### config.mk
export PLATFORM = sky130hd
export DESIGN_NAME = cart_bank_mapper
export DESIGN_NICKNAME = d
export VERILOG_FILES = /design/src/rtl/cbm_pkg.sv /design/src/rtl/cbm_ctl_decode.sv /design/src/rtl/cbm_ctl_reg.sv /design/src/rtl/cbm_xlate.sv /design/src/rtl/cart_bank_mapper.sv
export SDC_FILE = /design/constraint.sdc
export NUM_CORES = 1
export LEC_CHECK = 0
export ABC_AREA = 1
export CAP_MARGIN = 25
export CELL_PAD_IN_SITES_DETAIL_PLACEMENT = 1
export CELL_PAD_IN_SITES_GLOBAL_PLACEMENT = 2
export CORE_UTILIZATION = 10
export DETAILED_ROUTE_END_ITERATION = 8
export GPL_TIMING_DRIVEN = 0
export PLACE_DENSITY_LB_ADDON = 0.3
export SYNTH_ARGS = -nofsm -noshare
export SYNTH_HDL_FRONTEND = slang
export SYNTH_HIERARCHICAL = 1
export SYNTH_SLANG_ARGS = --single-unit
export TNS_END_PERCENT = 50
### constraint.sdc
create_clock -name clk -period 0.8 [get_ports clk]
set_input_delay 0.12 -clock clk [delete_from_list [all_inputs] [get_ports clk]]
set_output_delay 0.12 -clock clk [all_outputs]
set_load 0.02 [all_outputs]
### src/rtl/cbm_pkg.sv
`timescale 1ns/1ps
package cbm_pkg;
    typedef enum logic {
        MAP_LOW_SWAP = 1'b0,
        MAP_MID_SWAP = 1'b1
    } map_mode_e;

    localparam int CTL_W    = 8;
    localparam int SWAP_BIT = 7;

    typedef struct packed {
        logic [CTL_W-1:0] ctl;
    } ctl_state_t;
endpackage

### src/rtl/cbm_ctl_decode.sv
`timescale 1ns/1ps
module cbm_ctl_decode #(
    parameter int         ADDR_W  = 24,
    parameter int         DEC_AW  = 16,
    parameter logic [3:0] SEL_NIB = 4'hE
) (
    input  logic [ADDR_W-1:0]         bus_addr,
    input  logic                      bus_wr,
    input  logic                      bus_size,
    input  logic [15:0]               bus_wdata,
    output logic                      ctl_hit,
    output logic [cbm_pkg::CTL_W-1:0] ctl_byte
);
    always_comb begin
        ctl_hit = bus_wr
               && (bus_addr[ADDR_W-1:DEC_AW] == '0)
               && (bus_addr[11:8] == SEL_NIB);
        // word writes and odd-byte writes use the low lane
        if (bus_size || bus_addr[0]) begin
            ctl_byte = bus_wdata[7:0];
        end else begin
            ctl_byte = bus_wdata[15:8];
        end
    end
endmodule

### src/rtl/cbm_ctl_reg.sv
`timescale 1ns/1ps
module cbm_ctl_reg
    import cbm_pkg::*;
(
    input  logic             clk,
    input  logic             rst_n,
    input  logic             wr_hit,
    input  logic [CTL_W-1:0] wr_byte,
    input  logic             ld_en,
    input  logic [CTL_W-1:0] ld_val,
    output logic [CTL_W-1:0] ctl_q
);
    ctl_state_t st_d, st_q;

    always_comb begin
        st_d = st_q;
        if (ld_en) begin
            st_d.ctl = ld_val;
        end else if (wr_hit) begin
            st_d.ctl = wr_byte;
        end
    end

    always_ff @(posedge clk or negedge rst_n) begin
        if (!rst_n) begin
            st_q <= '0;
        end else begin
            st_q <= st_d;
        end
    end

    assign ctl_q = st_q.ctl;
endmodule

### src/rtl/cbm_xlate.sv
`timescale 1ns/1ps
module cbm_xlate
    import cbm_pkg::*;
#(
    parameter int        ADDR_W  = 24,
    parameter int        ROM_AW  = 22,
    parameter int        SRAM_AW = 16,
    parameter int        WIN_AW  = 18,
    parameter map_mode_e MODE    = MAP_LOW_SWAP
) (
    input  logic [ADDR_W-1:0]  addr,
    input  logic               swap,
    output logic [ROM_AW-1:0]  rom_addr,
    output logic               sram_sel,
    output logic [SRAM_AW-1:0] sram_off
);
    localparam int                PAGE_W   = ADDR_W - WIN_AW;
    localparam logic [PAGE_W-1:0] TOP_PAGE = PAGE_W'((1 << (ROM_AW - WIN_AW)) - 1);

    logic [PAGE_W-1:0] page;
    assign page     = addr[ADDR_W-1:WIN_AW];
    assign sram_off = addr[SRAM_AW-1:0];

    generate
        if (MODE == MAP_LOW_SWAP) begin : g_low
            localparam logic [PAGE_W-1:0] ALT_PAGE = TOP_PAGE - PAGE_W'(1);
            always_comb begin
                rom_addr = addr[ROM_AW-1:0];
                sram_sel = 1'b0;
                if (swap && (page == '0)) begin
                    rom_addr = {ALT_PAGE[ROM_AW-WIN_AW-1:0], addr[WIN_AW-1:0]};
                end
                if (swap && (page == TOP_PAGE)) begin
                    sram_sel = 1'b1;
                end
            end
        end else begin : g_mid
            localparam logic [PAGE_W-1:0] MID_FIRST = PAGE_W'(1 << (ROM_AW - 1 - WIN_AW));
            always_comb begin
                rom_addr = addr[ROM_AW-1:0];
                sram_sel = 1'b0;
                if (swap && (page >= MID_FIRST) && (page < TOP_PAGE)) begin
                    rom_addr = {1'b0, addr[ROM_AW-2:0]};
                end
            end
        end
    endgenerate
endmodule

### src/rtl/cart_bank_mapper.sv
`timescale 1ns/1ps
module cart_bank_mapper
    import cbm_pkg::*;
#(
    parameter int        ADDR_W  = 24,
    parameter int        ROM_AW  = 22,
    parameter int        SRAM_AW = 16,
    parameter int        WIN_AW  = 18,
    parameter int        DEC_AW  = 16,
    parameter map_mode_e MODE    = MAP_LOW_SWAP
) (
    input  logic               clk,
    input  logic               rst_n,
    input  logic [ADDR_W-1:0]  bus_addr,
    input  logic               bus_wr,
    input  logic               bus_size,
    input  logic [15:0]        bus_wdata,
    input  logic               ld_en,
    input  logic [CTL_W-1:0]   ld_val,
    output logic [ROM_AW-1:0]  rom_addr,
    output logic               sram_sel,
    output logic               sram_we,
    output logic [SRAM_AW-1:0] sram_off,
    output logic [CTL_W-1:0]   ctl_value
);
    logic             hit;
    logic [CTL_W-1:0] wbyte;

    cbm_ctl_decode #(.ADDR_W(ADDR_W), .DEC_AW(DEC_AW), .SEL_NIB(4'hE)) u_dec (
        .bus_addr (bus_addr),
        .bus_wr   (bus_wr),
        .bus_size (bus_size),
        .bus_wdata(bus_wdata),
        .ctl_hit  (hit),
        .ctl_byte (wbyte)
    );

    cbm_ctl_reg u_reg (
        .clk    (clk),
        .rst_n  (rst_n),
        .wr_hit (hit),
        .wr_byte(wbyte),
        .ld_en  (ld_en),
        .ld_val (ld_val),
        .ctl_q  (ctl_value)
    );

    cbm_xlate #(
        .ADDR_W (ADDR_W),
        .ROM_AW (ROM_AW),
        .SRAM_AW(SRAM_AW),
        .WIN_AW (WIN_AW),
        .MODE   (MODE)
    ) u_xl (
        .addr    (bus_addr),
        .swap    (ctl_value[SWAP_BIT]),
        .rom_addr(rom_addr),
        .sram_sel(sram_sel),
        .sram_off(sram_off)
    );

    assign sram_we = bus_wr & sram_sel;
endmodule

Word level (Yosys, flattened, before mapping)
Index checks and enable logic that the tools add are counted.
{ "word_totals": {"ff_bits": 8, "latch_bits": 0, "ram_bits": 0, "rom_bits": 0, "in_bits": 53, "output_inout_bits": 48, "wordCells": 17, "mem_count": 0} }
{ "op_classes": {"add_sub_neg": 0, "n_mul": 0, "div_mod_pow": 0, "magnitude_cmp": 0, "eq_ne": 2, "shifts": 0, "mux": 5, "n_bitwise": 1, "n_reduce_logical": 8} }
{ "op_table": {"columns": ["cell", "count"], "rows": [
  ["8-bit two-way mux", 3],
  ["22-bit two-way mux", 1],
  ["8-bit logical NOT", 1],
  ["6-bit by 4-bit == test with 1-bit output, second input constant", 1],
  ["6-bit logical NOT", 1],
  ["4-bit == test, second input constant", 1],
  ["1-bit logical AND", 4],
  ["2-bit nonzero test", 1],
  ["1-bit bitwise AND", 1],
  ["1-bit logical OR", 1],
  ["1-bit two-way mux", 1]
]} }

Depth between registers and ports, before layout
Gate-level depths: netlist of the first run.
{ "logic_depth": {"ltp_word": 5, "depth_mapped": 8, "depth_no_buf": 7} }

Hierarchy
The synthesis of the first run kept the hierarchy.
{ "modules_own_cells": {"columns": ["module", "instances", "cells_per_inst", "area_each_um2", "seq_area_each_um2"], "rows": [
  ["cbm_ctl_reg", 1, 44, 374.1, 200.2],
  ["cbm_xlate", 1, 53, 334.1, 0.0],
  ["cbm_ctl_decode", 1, 37, 158.9, 0.0],
  ["cart_bank_mapper", 1, 2, 7.5, 0.0]
]} }

Worst setup path before layout of the first run
OpenSTA, ideal clock, no wires.
{ "synth_timing": {"path_type": "register -> output", "start": "register u_reg.st_q (netlist bit u_reg/ctl_q[7])", "end": "output port sram_we", "arrival_ns": 1.342, "required_time_ns": 0.680, "path_slack_ns": -0.662, "stages_incl_launch_ff": 5, "n_path_buf": 0, "path_cell_list": "dfrtp_1 > nand3_1 > nor3_1 > nand2_1 > inv_1"} }
{ "synth_between": {"elab_chain_len": 3} }
{ "synth_lines": {"columns": ["item", "line_no", "rtl"], "rows": [
  ["from (decl)", "cbm_ctl_reg.sv:13", "ctl_state_t st_d, st_q;"],
  ["from (signal assigned)", "cbm_ctl_reg.sv:28", "st_q <= st_d;"],
  ["1-bit logical AND", "cbm_xlate.sv:33", "if (swap && (page == TOP_PAGE)) begin"],
  ["1-bit two-way mux", "cbm_xlate.sv:33", null],
  ["via sram_sel", "cart_bank_mapper.sv:21", "output logic sram_sel,"],
  ["1-bit bitwise AND", "cart_bank_mapper.sv:62", "assign sram_we = bus_wr & sram_sel;"],
  ["to (decl)", "cart_bank_mapper.sv:22", "output logic sram_we,"]
]} }
The timed path passes the listed nets, and every way through them passes these cells.

Worst setup path in the final report of the first run
{ "layout_timing": {"start": "register u_reg.st_q (netlist bit u_reg/ctl_q[7])", "end": "output port sram_we"} }
{ "layout_between": {"elab_chain_len": 3} }
{ "layout_lines": {"columns": ["item", "line_no"], "rows": [
  ["1-bit logical AND", "cbm_xlate.sv:33"],
  ["1-bit two-way mux", "cbm_xlate.sv:33"],
  ["1-bit bitwise AND", "cart_bank_mapper.sv:62"]
]} }
Every way passes these cells.

==> reports/results.ini, run 1 <==
[status]
outcome=finished, violations left
violations=setup timing

[clock_tree]
clkLatencyLatePin_ns=0.23
cts_buffers=3
h-tree-depth=1
ctsLongestPathBuffers=2
clk_pin_slew_ns=0.05
cts_root_buf=clkbuf_8
cts_tree=yes
cts_sinks=8
ctsHoldBuffers=0

[synth]
syn_avg_cell_area_sq_um=6.431
ys_seq_area_share_pct=22.89
synth_seq_cells=8
yosysWarnings=6
syn_inst=136
synth_cell_types=14
syn-num-nets=189
netlist_area_sq_um=874.6

[timing]
fin_tns_setup_ns=-2.643
setup_viol=13
period_share_pct=150.8
hold_ws_ns=0.1657
worst_slack_ns=-0.4060
hold_viol=0
slew_headroom_pct=75.85
finalCriticalPeriod_ns=1.206
worst_clock_skew_ns=0
tightest_slew_ns=0.3611
rsz0062_at_grt=yes
fmax_mhz=829.2
slew_viol_final=0

[layout]
layout_commonest_cell=buf_4
nNetsFinal=285
final_layout_size_suffix_gt1_share_pct=57.14
final_cell_mix=buf_4 (65), nand2_1 (34), clkdlybuf4s50_1 (25)
antenna_cells=0
area_growth_pct=115.2
largest_reg_flops=8

[route]
first_pass_iters=3
post_drt_wl_per_cell_microns=10.53
vias=1138
first_iter_violations=12
viasPerCell=3.387
wl_mm=3.537
ant_nets=0
drcViolationCount=0

[floorplanning]
row_count=33
initial_utilization_pct=10.49
ios=101
die_y_microns=95.52
die_w_microns=95.52
core_sq_mm=0.008341
die_area_sq_mm=0.009124

[power_and_ir_drop]
p_leak_nw=0.9570
peakVddDrop_mv=0.4593
p_per_area_mw_per_mm2=999.5

[global_routing]
track_usage_pct=7.596
gr-total-overflow=0
antenna_found_initial=0
grt_pass1_wl_mm=5.416
grt_max_degree=12
grt_pass1_vias=1209

[placed_design]
port-buffer-count=88
gp_congestion=0.6791
hpwl_mm=3.005

[critical_path]
cp_max_fo=4
crit_path_end=sram_we
cp.required_ns=0.68
critPathKind=reg -> out
r2r-start=u_reg/ctl_q[7]$_DFFE_PN0P_
critPathLaunch=u_reg/ctl_q[7]$_DFFE_PN0P_
cp.arrival_ns=1.09
regToRegSetupSlack_ns=0.01
critPathLaunchType=register
endpoint_kind=primary output
ff2ff_path_depth=3
r2r_end=u_reg/ctl_q[7]$_DFFE_PN0P_

[job]
maxCapViolCount=0

[min_path]
hp-class=in -> async

[routing by layer]
| metal | up-vias | share of wire, % | track usage, % |
|---|---|---|---|
| met5 | - | 0 | 0 |
| met4 | 0 | 0.23 | 1.493 |
| met3 | 2 | 8.5 | 1.675 |
| met2 | 54 | 52 | 14.70 |
| met1 | 500 | 40 | 8.393 |
| li1 | 582 | - | - |
[worst max-delay path, cell delays in order, from the launching register on]
cell	delay [ns]
dfrtp_2	0.39
nand3_2	0.09
nor3_4	0.13
nand2_1	0.08
inv_2	0.05
buf_6	0.10
[where the power goes]
part / switching, mW / leakage, nW / internal, mW
Combinational: 0.433 / 0.838 / 0.473
Sequential: 0.0244 / 0.0963 / 0.443
Clock: 0.162 / 0.0228 / 0.346
[cells in the mapped netlist (all sizes together)]
| cell | number | area (sq um) |
|---|---|---|
| nor2 | 11 | 58.81 |
| nand3 | 19 | 95.09 |
| nand2 | 42 | 160.2 |
| dfrtp | 8 | 200.2 |
| o21ai | 8 | 40.04 |
| buf | 36 | 274.0 |
| nor3 | 1 | 5.000 |
| inv | 10 | 37.54 |
| clkbuf | 1 | 3.750 |
[cells by family after synthesis]
group           count (synthesis)  synth area share [%]
compound gates                  8                 4.578
buf+inv                        47                 36.05
flops                           8                 22.89
simple gates                   73                 36.48
[area by class of cell]
class | instances | area [sq um]
inverters | 10 | 37.54
fillers | 1043 | 6459
clock buffers | 4 | 45.04
well taps | 105 | 131.4
multi-input cells | 81 | 457.9
repair buffers | 91 | 726.9
plain buffers | 37 | 281.5
flip-flops and latches | 8 | 201.4
[repair_timing]
action | CTS | global route
endpoints found under the setup margin | 56 | 21
gates cloned | 1 | 0
setup buffers | 1 | 1
gates resized for setup | 186 | 38
pin swaps | 18 | 6
hold endpoints to repair | 0 | 0
[how the worst min path moves through the flow]
stage,from,to,slack [ns],cells past startpoint
6_report,rst_n,u_reg/ctl_q[0]$_DFFE_PN0P_,0.17,1
3_3_place_gp,ld_en,u_reg/ctl_q[0]$_DFFE_PN0P_,0.41,3
4_1_cts,rst_n,u_reg/ctl_q[0]$_DFFE_PN0P_,0.18,1
5_1_grt,ld_en,u_reg/ctl_q[4]$_DFFE_PN0P_,0.18,3
2_1_floorplan,rst_n,u_reg/ctl_q[0]$_DFFE_PN0P_,-0.18,0
3_5_place_dp,rst_n,u_reg/ctl_q[0]$_DFFE_PN0P_,0.42,1
[stage by stage]
stage          power [mW]  utilization [%]  setup slack [ns]  cells  area (sq um)
2_1_floorplan      0.9157                -           -0.3547    136         914.6
3_3_place_gp        1.453            23.10            -1.063    329          1927
3_5_place_dp        1.457            23.10            -1.050    329          1927
4_1_cts             1.888            22.08           -0.4350    335          1842
5_1_grt             2.015            22.56           -0.4636    336          1882
6_report            1.881            22.56           -0.4060    336          1882
Note: power is estimated with default switching activity, not from simulation.
==> run 2, diff against run 1 <==
Settings changed: CORE_UTILIZATION 10 to 11, SYNTH_HIERARCHICAL 1 to unset.
==> run 2 against run 1 <==
Compared with the run above:
- the run still ends with setup timing left
- non-clock buffer count increased by 5
- fmax increased by 3.8%
- sequential power increased by 4.7%
- final cell count increased by 6.8%
- critical path type unchanged
- largest power group unchanged
==> reports/results.ini, run 2 <==
[layout]
final_core_util_pct=25.31  ; +2.7 points
nNetsFinal=309  ; +8.4%
final_cell_mix=buf_4 (66), nand2_1 (38), clkdlybuf4s50_1 (25)
antenna_cells=0  ; unchanged
largest_reg_flops=8  ; unchanged
final_layout_size_suffix_gt1_share_pct=55.91  ; -1.2 points
area_growth_pct=118.5
layout_commonest_cell=buf_4

[route]
drcViolationCount=0  ; unchanged
post_drt_wl_per_cell_microns=10.07  ; -4.3%
first_iter_violations=17  ; +5
first_pass_iters=4  ; +1
wl_mm=3.616  ; +2.2%
ant_nets=0  ; unchanged
viasPerCell=3.451  ; +1.9%
vias=1239  ; +8.9%

[critical_path]
ff2ff_path_depth=3  ; unchanged
path_cells=buf_4 -> nand2_4 -> nand2_2 -> buf_6
critPathTopFamily=flip-flops
cp.required_ns=0.68  ; about the same
crit_slowest_cell=dfrtp_2
worst-path-buf-inv=2  ; unchanged
endpoint_kind=primary output
r2r-start=u_reg.ctl_q[7]$_DFFE_PN0P_
cp.arrival_ns=1.04  ; -0.05 ns
slowest_delay_ns=0.42  ; +0.03 ns
regToRegSetupSlack_ns=0.01  ; about the same
critPathLaunchType=register
critPathKind=reg -> out
cp_max_fo=3  ; -1
r2r_end=u_reg.ctl_q[7]$_DFFE_PN0P_

[timing]
worst_clock_skew_ns=0  ; unchanged
fmax_mhz=860.8  ; +3.8%
worst_slack_ns=-0.3618  ; +0.04425 ns
hold_ws_ns=0.1930  ; +0.02729 ns
tightest_slew_ns=0.4047  ; +0.04358 ns
rsz0062_at_grt=yes
slew_viol_final=0  ; unchanged
slew_headroom_pct=72.94  ; -2.9 points
period_share_pct=145.2  ; -5.5 points
fin_tns_setup_ns=-2.986  ; -0.3429 ns
setup_viol=21  ; +8
hold_viol=0  ; unchanged
finalCriticalPeriod_ns=1.162  ; -0.04425 ns

[synth]
ys.flop_type=dfrtp_1
yosysWarnings=0  ; -6
synth_top_cell_by_area=buf_4
netlist_area_sq_um=965.9  ; +10%
synth_cell_types=16  ; +2
ys_seq_area_share_pct=20.73  ; -2.2 points
synth-async-reset-ratio_pct=100.0  ; unchanged
synth_edf_count=0  ; unchanged
yosys-top-cells-count=nand2_1 (54), buf_4 (36), inv_1 (21)
syn_inst=154  ; +13%
synth_compound_area_share_pct=0  ; -4.6 points
synth_seq_cells=8  ; unchanged
synthAdderAreaFrac_pct=0  ; unchanged
synth.most_common_cell=nand2_1
yosys-mux-area-fraction_pct=0  ; unchanged
syn_avg_cell_area_sq_um=6.272  ; -2.5%
synthXorXnorAreaFrac_pct=0  ; unchanged
syn-num-nets=207  ; +9.5%
yosysTopAreaCellShare_pct=27.98  ; -2.1 points
synth-simple-area-share_pct=41.19  ; +4.7 points
netlist_top_cells_area=buf_4 (28%), nand2_1 (21%), dfrtp_1 (21%)
synth_top_family_by_area=simple AND/OR/NAND/NOR gates

[power_and_ir_drop]
peakVddDrop_mv=0.3979  ; -13%
power.total_mw=2.084  ; +11%
p_per_area_mw_per_mm2=987.3  ; -1.2%
p_leak_nw=1.141  ; +19%

[floorplanning]
core_sq_mm=0.008341  ; unchanged
die_area_sq_mm=0.009159  ; +0.39%
ios=101  ; unchanged
row_count=33  ; unchanged
die_w_microns=95.71  ; +0.19%
initial_utilization_pct=11.58  ; +1.1 points
die_y_microns=95.71  ; +0.19%

[clock_tree]
ctsLongestPathBuffers=2  ; unchanged
cts_buffers=3  ; unchanged
cts_root_buf=clkbuf_8
clkLatencyLatePin_ns=0.22  ; about the same
h-tree-depth=1  ; unchanged
cts_tree=yes
cts_sinks=8  ; unchanged
clk_pin_slew_ns=0.04  ; about the same

[placed_design]
port-buffer-count=88  ; unchanged
hpwl_mm=3.011  ; +0.19%
gp_congestion=0.6903  ; +1.6%

[global_routing]
grt_max_degree=11  ; -1
grt_pass1_vias=1283  ; +6.1%
track_usage_pct=7.875  ; +0.28 points
gr-total-overflow=0  ; unchanged
grt_pass1_wl_mm=5.595  ; +3.3%
antenna_found_initial=0  ; unchanged

[min_path]
hp-class=in -> async

[job]
maxCapViolCount=0  ; unchanged

[status]
violations=setup timing
outcome=finished, violations left

run 2: what timing repair did:
action                                  4_1_cts  5_1_grt
cloned                                        2        0
pin swaps                                    13       13
buffers inserted                              5        2
endpoints found under the setup margin       56       22
hold buffers                                  0        0
endpoints found under the hold margin         0        0
gates resized for setup                     200       38
run 2: final cells by class:
cell class                      count  area (sq um)
Buffer                             38         289.0
Clock buffer                        3         41.29
Fill cell                        1039          6230
Inverter                           23         91.34
Multi-Input combinational cell     87         540.5
Sequential cell                     8         201.4
Tap cell                          105         131.4
Timing Repair Buffer               95         815.8
run 2: metrics by stage:
stage / cells / setup WS [ns] / instance area, sq um
6_report: 359 / -0.3618 / 2111
5_1_grt: 359 / -0.4106 / 2111
4_1_cts: 357 / -0.3960 / 2052
3_5_place_dp: 347 / -1.097 / 2016
3_3_place_gp: 347 / -1.095 / 2016
2_1_floorplan: 154 / -0.1103 / 1003
run 2: logic make-up (layout without fill, tap and decap cells):
group,count (synthesis),in the layout
flip-flops,8,8
AND/OR/NAND/NOR,85,87
buffers and inverters,61,159
run 2: worst max path at each step:
stage                                           from      endpoint  slack (ns)  depth (start not counted)
after floorplan           u_reg.ctl_q[7]$_DFFE_PN0P_       sram_we       -0.11                          2
after global placement                  bus_addr[19]  rom_addr[19]       -1.09                          6
after detailed placement                bus_addr[19]  rom_addr[19]       -1.10                          6
after CTS                 u_reg.ctl_q[7]$_DFFE_PN0P_       sram_we       -0.40                          3
after global routing      u_reg.ctl_q[7]$_DFFE_PN0P_       sram_we       -0.41                          3
final                     u_reg.ctl_q[7]$_DFFE_PN0P_  rom_addr[20]       -0.36                          4
run 2: layer usage:
layer | global-route usage (%) | vias up | share of wire [%] | wire [microns]
met5 | 0 | - | 0 | 0
met4 | 0.7463 | 0 | 0 | 0
met3 | 2.370 | 0 | 7.9 | 285
met2 | 13.69 | 55 | 50 | 1800
met1 | 9.900 | 553 | 42 | 1530
li1 | - | 631 | - | -
run 2: worst reg2reg max path, cell delays in order, from the launching register on:
cell     delay [ns]
dfrtp_2        0.42
buf_4          0.15
nand3_2        0.07
nand2_2        0.05
run 2: report_power, final:
group / internal (mW) / switching [mW]
sequential: 0.453 / 0.0367
clock: 0.325 / 0.153
combinational: 0.607 / 0.508
==> run 3, diff against run 2 <==
Settings changed: ABC_CLOCK_PERIOD_IN_PS set to 800, TNS_END_PERCENT 50 to 5.
==> run 3 against run 2 <==
Compared with the run above:
- the flow still finishes with violations (setup timing)
- wire length down 5.8%
- global-route usage fell by 0.72 points
- final cell count shrank 1.7%
- via count decreased by 3.0%
- sequential power about the same
- non-clock buffer count is 4 lower
- flip-flop and latch count is the same
- register-to-register slack is essentially flat
- clock skew is the same
- power down 4.6%
- hold slack worse by 0.0032 ns
- critical path type unchanged
- highest routed layer unchanged
==> reports/results.ini, run 3 (synthesis results as in run 2) <==
[critical_path]
critPathTopFamily=flip-flops
r2r_end=u_reg.ctl_q[7]$_DFFE_PN0P_
path_cells=nand3_2 -> nor3b_4 -> buf_6
regToRegSetupSlack_ns=0.02  ; about the same
crit_path_end=sram_we
critPathLaunch=u_reg.ctl_q[7]$_DFFE_PN0P_
cp.arrival_ns=1.06  ; +0.02 ns
r2r-start=u_reg.ctl_q[7]$_DFFE_PN0P_
critPathKind=reg -> out
cp_max_fo=4  ; +1
slowest_delay_ns=0.38  ; -0.04 ns
critPathLaunchType=register
cp.required_ns=0.68  ; about the same
endpoint_kind=primary output
crit_slowest_cell=dfrtp_1
ff2ff_path_depth=3  ; unchanged
cp_num_cells=3  ; -1
worst-path-buf-inv=1  ; -1

[placed_design]
dp_slack_ns=-1.072  ; +0.02443 ns
port-buffer-count=88  ; unchanged
gp_congestion=0.6325  ; -8.4%
hpwl_mm=2.956  ; -1.8%
placedCellCount=347  ; unchanged

[job]
maxCapViolCount=0  ; unchanged

[route]
drcViolationCount=0  ; unchanged
wl_mm=3.405  ; -5.8%
vias=1202  ; -3.0%
first_iter_violations=4  ; -13
ant_nets=0  ; unchanged
first_pass_iters=3  ; -1
viasPerCell=3.405  ; -1.3%
post_drt_wl_per_cell_microns=9.646  ; -4.2%

[clock_tree]
h-tree-depth=1  ; unchanged
cts_tree=yes
cts_root_buf=clkbuf_8
clkLatencyLatePin_ns=0.22  ; about the same
ctsHoldBuffers=0  ; unchanged
cts_buffers=3  ; unchanged
ctsLongestPathBuffers=2  ; unchanged
clk_pin_slew_ns=0.04  ; about the same
cts_sinks=8  ; unchanged

[layout]
antenna_cells=0  ; unchanged
area_growth_pct=104.9
fill_cells=1031  ; -0.77%
layout_commonest_cell=buf_4
final_cell_mix=buf_4 (75), nand2_1 (53), clkdlybuf4s50_1 (25)
largest_reg_flops=8  ; unchanged
nNetsFinal=303  ; -1.9%
final_layout_size_suffix_gt1_share_pct=46.37  ; -9.5 points
stdcell_count=353  ; -1.7%

[min_path]
hp-class=in -> async

[floorplanning]
die_w_microns=95.71  ; unchanged
die_area_sq_mm=0.009159  ; unchanged
initial_utilization_pct=11.58  ; unchanged
ios=101  ; unchanged
row_count=33  ; unchanged
core_sq_mm=0.008341  ; unchanged
die_y_microns=95.71  ; unchanged

[global_routing]
track_usage_pct=7.155  ; -0.72 points
grt_pass1_vias=1117  ; -13%
antenna_found_initial=0  ; unchanged
grt_pass1_wl_mm=5.057  ; -9.6%
grt_max_degree=11  ; unchanged
gr-total-overflow=0  ; unchanged

[timing]
setup_viol=21  ; unchanged
hold_viol=0  ; unchanged
worst_clock_skew_ns=0  ; unchanged
slew_viol_final=0  ; unchanged
finalCriticalPeriod_ns=1.185  ; +0.02281 ns
period_share_pct=148.1  ; +2.9 points
fmax_mhz=844.2  ; -1.9%
rsz0062_at_grt=yes
tightest_slew_ns=0.3967  ; -0.007991 ns
slew_headroom_pct=73.47  ; +0.53 points
worst_slack_ns=-0.3846  ; -0.02281 ns

[power_and_ir_drop]
p_leak_nw=1.083  ; -5.1%
p_per_area_mw_per_mm2=1004  ; +1.7%
peakVddDrop_mv=0.5680  ; +43%

[status]
outcome=finished, violations left
violations=setup timing

[run 3: worst min-delay path by stage]
stage,from,to
floorplan,rst_n,u_reg.ctl_q[0]$_DFFE_PN0P_
global placement,rst_n,u_reg.ctl_q[6]$_DFFE_PN0P_
detailed placement,rst_n,u_reg.ctl_q[7]$_DFFE_PN0P_
CTS,rst_n,u_reg.ctl_q[7]$_DFFE_PN0P_
global route,rst_n,u_reg.ctl_q[7]$_DFFE_PN0P_
finish,rst_n,u_reg.ctl_q[1]$_DFFE_PN0P_
[run 3: metal layers]
layer	up-vias	GRT usage, %	share of wire (%)
li1	614	-	-
met1	541	8.594	41
met2	47	12.80	51
met3	0	2.765	7.8
met4	0	0	0
met5	-	0	0
[run 3: metrics by stage]
stage               power (mW)  setup TNS, ns  util (%)  hold slack, ns  cell area (sq um)
CTS                      2.002         -4.437     23.49          0.1975               1959
global placement         1.548         -23.03     23.94          0.4328               1997
finish                   1.988         -2.987     23.73          0.1898               1979
global route             2.147         -4.309     23.73          0.2047               1979
floorplan               0.9964        -0.6893         -         -0.1756              984.7
detailed placement       1.555         -23.24     23.94          0.4412               1997
[run 3: cell type report]
type                            count  area [sq um]  share of cell area, %
Timing Repair Buffer               91         778.2                  39.32
Multi-Input combinational cell     85         457.9                  23.14
Buffer                             38         279.0                  14.10
Sequential cell                     8         200.2                  10.11
Tap cell                          105         131.4                  6.637
Inverter                           23         91.34                  4.614
Clock buffer                        3         41.29                  2.086
[run 3: what timing repair did]
action,4_1_cts,5_1_grt
pin swaps,9,1
resized for setup,141,24
setup endpoints to repair,56,23
buffers inserted,3,0
hold endpoints to repair,0,0
[run 3: where the power goes]
group	switching [mW]	internal (mW)	total (mW)
combinational	0.465	0.549	1.01
sequential	0.0378	0.452	0.490
clock	0.159	0.326	0.485
[run 3: worst reg2reg max path: stages, from the launching register on]
cell,delay (ns)
dfrtp_1,0.40
buf_4,0.14
nand3_1,0.07
nand2_1,0.06
